`config.mk`:
```
export PLATFORM = sky130hd
export DESIGN_NAME = banked_regfile
export DESIGN_NICKNAME = d
export VERILOG_FILES = /design/src/rtl/banked_regfile.sv
export SDC_FILE = /design/constraint.sdc
export NUM_CORES = 2
export LEC_CHECK = 0
export ABC_AREA = 1
export BUFFER_PORTS_ARGS = -buffer_cell sky130_fd_sc_hd__buf_4
export CAP_MARGIN = 20
export CORE_MARGIN = 5
export CORE_UTILIZATION = 27
export DETAILED_ROUTE_END_ITERATION = 7
export PLACE_DENSITY_LB_ADDON = 0.3
export SKIP_LAST_GASP = 1
export SLEW_MARGIN = 10
export SYNTH_ARGS = -nofsm -noshare
export SYNTH_HDL_FRONTEND = slang
export SYNTH_SLANG_ARGS = --single-unit
```
`constraint.sdc`:
```
create_clock -name clk -period 11.94 [get_ports clk]
set_input_delay 2.388 -clock clk [delete_from_list [all_inputs] [get_ports clk]]
set_output_delay 2.388 -clock clk [all_outputs]
set_load 0.02 [all_outputs]
```
`src/rtl/banked_regfile.sv`:
```
module banked_regfile #(
  parameter int DATA_W = 32,
  parameter int PC_STEP = 4,
  parameter logic [DATA_W-1:0] PC_RESET = '0
) (
  input  logic              clk,
  input  logic              rst_n,
  input  logic              mode_ld,
  input  logic [2:0]        mode_in,
  output logic [2:0]        mode_out,
  input  logic [3:0]        rd_a_idx,
  output logic [DATA_W-1:0] rd_a_data,
  input  logic [3:0]        rd_b_idx,
  output logic [DATA_W-1:0] rd_b_data,
  input  logic              wr_en,
  input  logic [3:0]        wr_idx,
  input  logic [DATA_W-1:0] wr_data,
  input  logic              pc_inc,
  output logic [DATA_W-1:0] pc_out
);
  localparam int NPHYS = 31;
  localparam int PW = $clog2(NPHYS);
  localparam int PC_SLOT = 15;
  localparam logic [2:0] M_FIQ = 3'd1;
  localparam logic [2:0] M_IRQ = 3'd2;
  localparam logic [2:0] M_SVC = 3'd3;
  localparam logic [2:0] M_ABT = 3'd4;
  localparam logic [2:0] M_UND = 3'd5;

  function automatic logic [PW-1:0] slot(input logic [2:0] m, input logic [3:0] i);
    logic [PW-1:0] s;
    s = PW'(i);
    if (m == M_FIQ && i >= 4'd8 && i <= 4'd14)
      s = PW'(i) + PW'(8);
    else if (i == 4'd13 || i == 4'd14) begin
      case (m)
        M_IRQ:   s = PW'(i) + PW'(10);
        M_SVC:   s = PW'(i) + PW'(12);
        M_ABT:   s = PW'(i) + PW'(14);
        M_UND:   s = PW'(i) + PW'(16);
        default: s = PW'(i);
      endcase
    end
    return s;
  endfunction

  logic [DATA_W-1:0] regs [NPHYS];
  logic [2:0]        mode_q;
  logic [PW-1:0]     wr_slot;

  assign wr_slot = slot(mode_q, wr_idx);

  always_ff @(posedge clk) begin
    if (!rst_n) begin
      mode_q <= M_SVC;
      for (int p = 0; p < NPHYS; p++)
        regs[p] <= (p == PC_SLOT) ? PC_RESET : '0;
    end else begin
      if (mode_ld) mode_q <= mode_in;
      for (int p = 0; p < NPHYS; p++) begin
        if (wr_en && wr_slot == PW'(p))
          regs[p] <= wr_data;
        else if (p == PC_SLOT && pc_inc)
          regs[p] <= regs[p] + DATA_W'(PC_STEP);
      end
    end
  end

  assign rd_a_data = regs[slot(mode_q, rd_a_idx)];
  assign rd_b_data = regs[slot(mode_q, rd_b_idx)];
  assign pc_out    = regs[PC_SLOT];
  assign mode_out  = mode_q;
endmodule


```
==> flow_metrics.env <==
export IMPL_status="completed"
export IMPL_wl_met1_mm=91.03
export IMPL_setup_viol=0
export IMPL_firstDrtPassIters=6
export IMPL_cts_buffers_inserted=111
export IMPL_wl_per_cell_um=25.86
export IMPL_die_x_um=459.5
export IMPL_cts_tree="built"
export IMPL_cts_setup_buffers=0
export IMPL_min_delay_start="mode_out[1]"
export IMPL_ant_nets=0
export IMPL_ctsResizeCount=0
export IMPL_grt_setup_unrepaired="no"
export IMPL_worstMarginPinSlew_ns=1.073
export IMPL_clk_pin_slew_ns=0.06
export IMPL_dieArea_sq_mm=0.2112
export IMPL_met2WireLength_mm=106.3
export IMPL_skew_ns=0.02247
export IMPL_synthAdderAreaFrac_pct=0.4082
export IMPL_fin_setup_tns_ns=0
export IMPL_clock_path_buffers=3
export IMPL_die_h_um=459.5
export IMPL_routed_wirelength_mm=234.6
export IMPL_final_nets=6375
export IMPL_ctsHoldBuffers=0
export IMPL_place_gp_congestion=0.8565
export IMPL_max_freq_mhz=108.1
export IMPL_route_met3_wl_mm=23.11
export IMPL_area_growth_pct=13.36
export IMPL_start_util_pct=27.05
export IMPL_yosysWarnings=0
export IMPL_cts_sinks=995
export IMPL_cts_root_buf="clkbuf_16"
export IMPL_holdCritPathClass="flop to flop"
export IMPL_synth_seq_cells=995
export IMPL_fin_area_sq_mm=0.06186
export IMPL_end_kind="primary output"
export IMPL_coreArea_sq_mm=0.2017
export IMPL_clk_latency_ns=0.74
export IMPL_yosys_area_share_xor_xnor_pct=0.08026
export IMPL_drive_above_1_share_pct=8.126
export IMPL_start_kind="primary input"
export IMPL_synth_simple_area_share_pct=27.24
export IMPL_hold_viol_final=0
export IMPL_fin_crit_ns=9.247
export IMPL_path_class="primary input to primary output"
export IMPL_vias=48837
export IMPL_cp_data_required_time_ns=9.55
export IMPL_ys_seq_area_share_pct=54.70
export IMPL_synth_area_sq_mm=0.05456
export IMPL_rr_worst_depth=15
export IMPL_synth_top_area_share_pct=54.59
export IMPL_viasPerCell=5.383
export IMPL_synth_top_family_by_area="simple AND/OR/NAND/NOR gates"
export IMPL_drt_initial_drc_count=6612
export IMPL_synth_top_area_cell="edfxtp_1"
export IMPL_antenna_found_initial=14
export IMPL_fin_crit_sh_pct=77.44
export IMPL_overflow=0
export IMPL_grt_max_degree=182
export IMPL_io_pins=151
export IMPL_synth_mux_area_share_pct=1.082
export IMPL_synth_compound_area_share_pct=9.530
export IMPL_grt_pass1_wl_mm=332.1
export IMPL_layout_common_cells="nand2_1 (1809), nand3_1 (1061), edfxtp_1 (992)"
export IMPL_hold_path_end="mode_out[1]"
export IMPL_drv_cap=0
export IMPL_layout_commonest_cell="nand2_1"
export IMPL_dp_hpwl_mm=133.8
export IMPL_dp_slack_ns=2.861
export IMPL_netlist_instances=6434
export IMPL_ir_drop_v=0.0001197
export IMPL_layout_setup_ws_ns=2.694
export IMPL_avgSynthCellArea_sq_um=8.481
export IMPL_top_layer_used="met5"
export IMPL_p_per_area_mw_per_mm2=149.1
export IMPL_synth_distinct_cells=35
export IMPL_cp_max_fo=115
export IMPL_finalMaxSlewViolations=0
export IMPL_grtUsageTotal_pct=21.44
export IMPL_grt_pass1_vias=45442
export IMPL_worstHoldPathCells=2
export IMPL_rows=165
export IMPL_drc=0
export IMPL_max_slew_margin_rel_pct=28.33
export IMPL_crit_arrival_ns=6.86
export IMPL_r2r_setup_slack_ns=7.09
export IMPL_yosys_top_cells_area="edfxtp_1 (55%), nand2_1 (13%), nand3_1 (9.7%), o211ai_1 (5.3%), nor2_1 (4.2%)"
export IMPL_io_buffers=150
export IMPL_num_fill_cells=20946
export IMPL_power_leakage_nw=23.95
export IMPL_syn_nets=6502
export IMPL_h_tree_depth=3
export IMPL_r2r_start="mode_out[2]"
export IMPL_utilization_pct=30.67
export IMPL_worstReg2RegEnd="regs[16][1]"
export IMPL_placed_area_sq_mm=0.05833
## area by class of cell
type | count | area (sq um) | area share, %
clock buffer | 141 | 2912 | 4.707
multi-input combinational | 4478 | 21230 | 34.31
inverter | 444 | 1697 | 2.743
timing repair buffer | 277 | 2247 | 3.633
sequential | 995 | 29850 | 48.25
antenna | 2 | 5.005 | 0.008091
tap | 2672 | 3343 | 5.405
clock inverter | 64 | 579.3 | 0.9365
## routing by layer
layer,vias to the layer above,global-route usage (%)
li1,21690,-
met4,16,11.61
met2,2778,34.26
met3,588,4.388
met1,23765,27.26
met5,-,0
## how the worst max path moves through the flow
stage | from | end | slack [ns] | cells past startpoint
2_1_floorplan | rd_a_idx[1] | rd_a_data[10] | 5.33 | 12
3_3_place_gp | rd_a_idx[0] | rd_a_data[21] | 2.80 | 16
3_5_place_dp | rd_a_idx[0] | rd_a_data[17] | 2.86 | 15
4_1_cts | rd_a_idx[0] | rd_a_data[23] | 2.86 | 15
5_1_grt | rd_a_idx[0] | rd_a_data[23] | 2.56 | 15
6_report | rd_a_idx[0] | rd_a_data[21] | 2.69 | 16
## power breakdown
| part | internal [mW] | switching (mW) |
|---|---|---|
| combinational | 0.410 | 1.21 |
| sequential | 4.08 | 0.117 |
| clock | 1.91 | 1.49 |
| total | 6.40 | 2.82 |
## flip-flops by register name (all words and copies together), names as in the netlist
signal / count
mode_out: 3
regs: 992
## cells by family after synthesis
kind of cell             count (synthesis)
XOR/XNOR                                 5
flip-flops                             995
AO/OA/AOI/OAI                          841
multiplexers                            59
AND/OR/NAND/NOR                       3557
adder cells (fa/ha/maj)                 16
buffers and inverters                  961
## per-stage QoR
stage | hold slack, ns | power [mW] | std cells
finish | 0.6060 | 9.224 | 9073
floorplan | 0.6186 | 5.119 | 6434
CTS | 0.6056 | 9.232 | 9070
detailed placement | 0.5995 | 5.866 | 8865
global placement | 0.5697 | 5.852 | 8864
global route | 0.6623 | 9.523 | 9072
## cell usage after synthesis
cell / count
o22ai_1: 2
nor2_1: 611
inv_1: 430
edfxtp_1: 992
fa_1: 3
nor2_2: 4
nand3b_1: 4
o21ai_0: 413
o31ai_1: 5
nor3_1: 9
or2_2: 6
nand3_1: 1062
buf_2: 148
xor2_1: 3
clkbuf_1: 324
buf_4: 1
dfxtp_1: 3
nand4_2: 1
a21oi_1: 25
nor3_2: 1
a31oi_1: 2
nand3_2: 7
nand4_1: 13
nor2_4: 5
buf_1: 44
nand2_1: 1833
inv_2: 14
xnor2_1: 2
mux2i_1: 59
o21ai_1: 6
ha_1: 13
a31o_2: 2
o211ai_1: 384
o21bai_1: 2
nand2_2: 1
## critical path, stage by stage
cell,delay [ns]
buf_8,0.19
inv_8,0.86
nand4_1,0.24
nand2_1,0.18
nand2_1,0.21
inv_1,0.10
nand2_1,0.06
nand2_1,0.08
inv_1,0.07
nand2_4,0.38
clkinv_2,0.47
buf_4,0.46
nand3_1,0.17
nand3_1,0.21
nand2_1,0.30
buf_4,0.19
No activity file was read; power rests on OpenSTA's default activity.
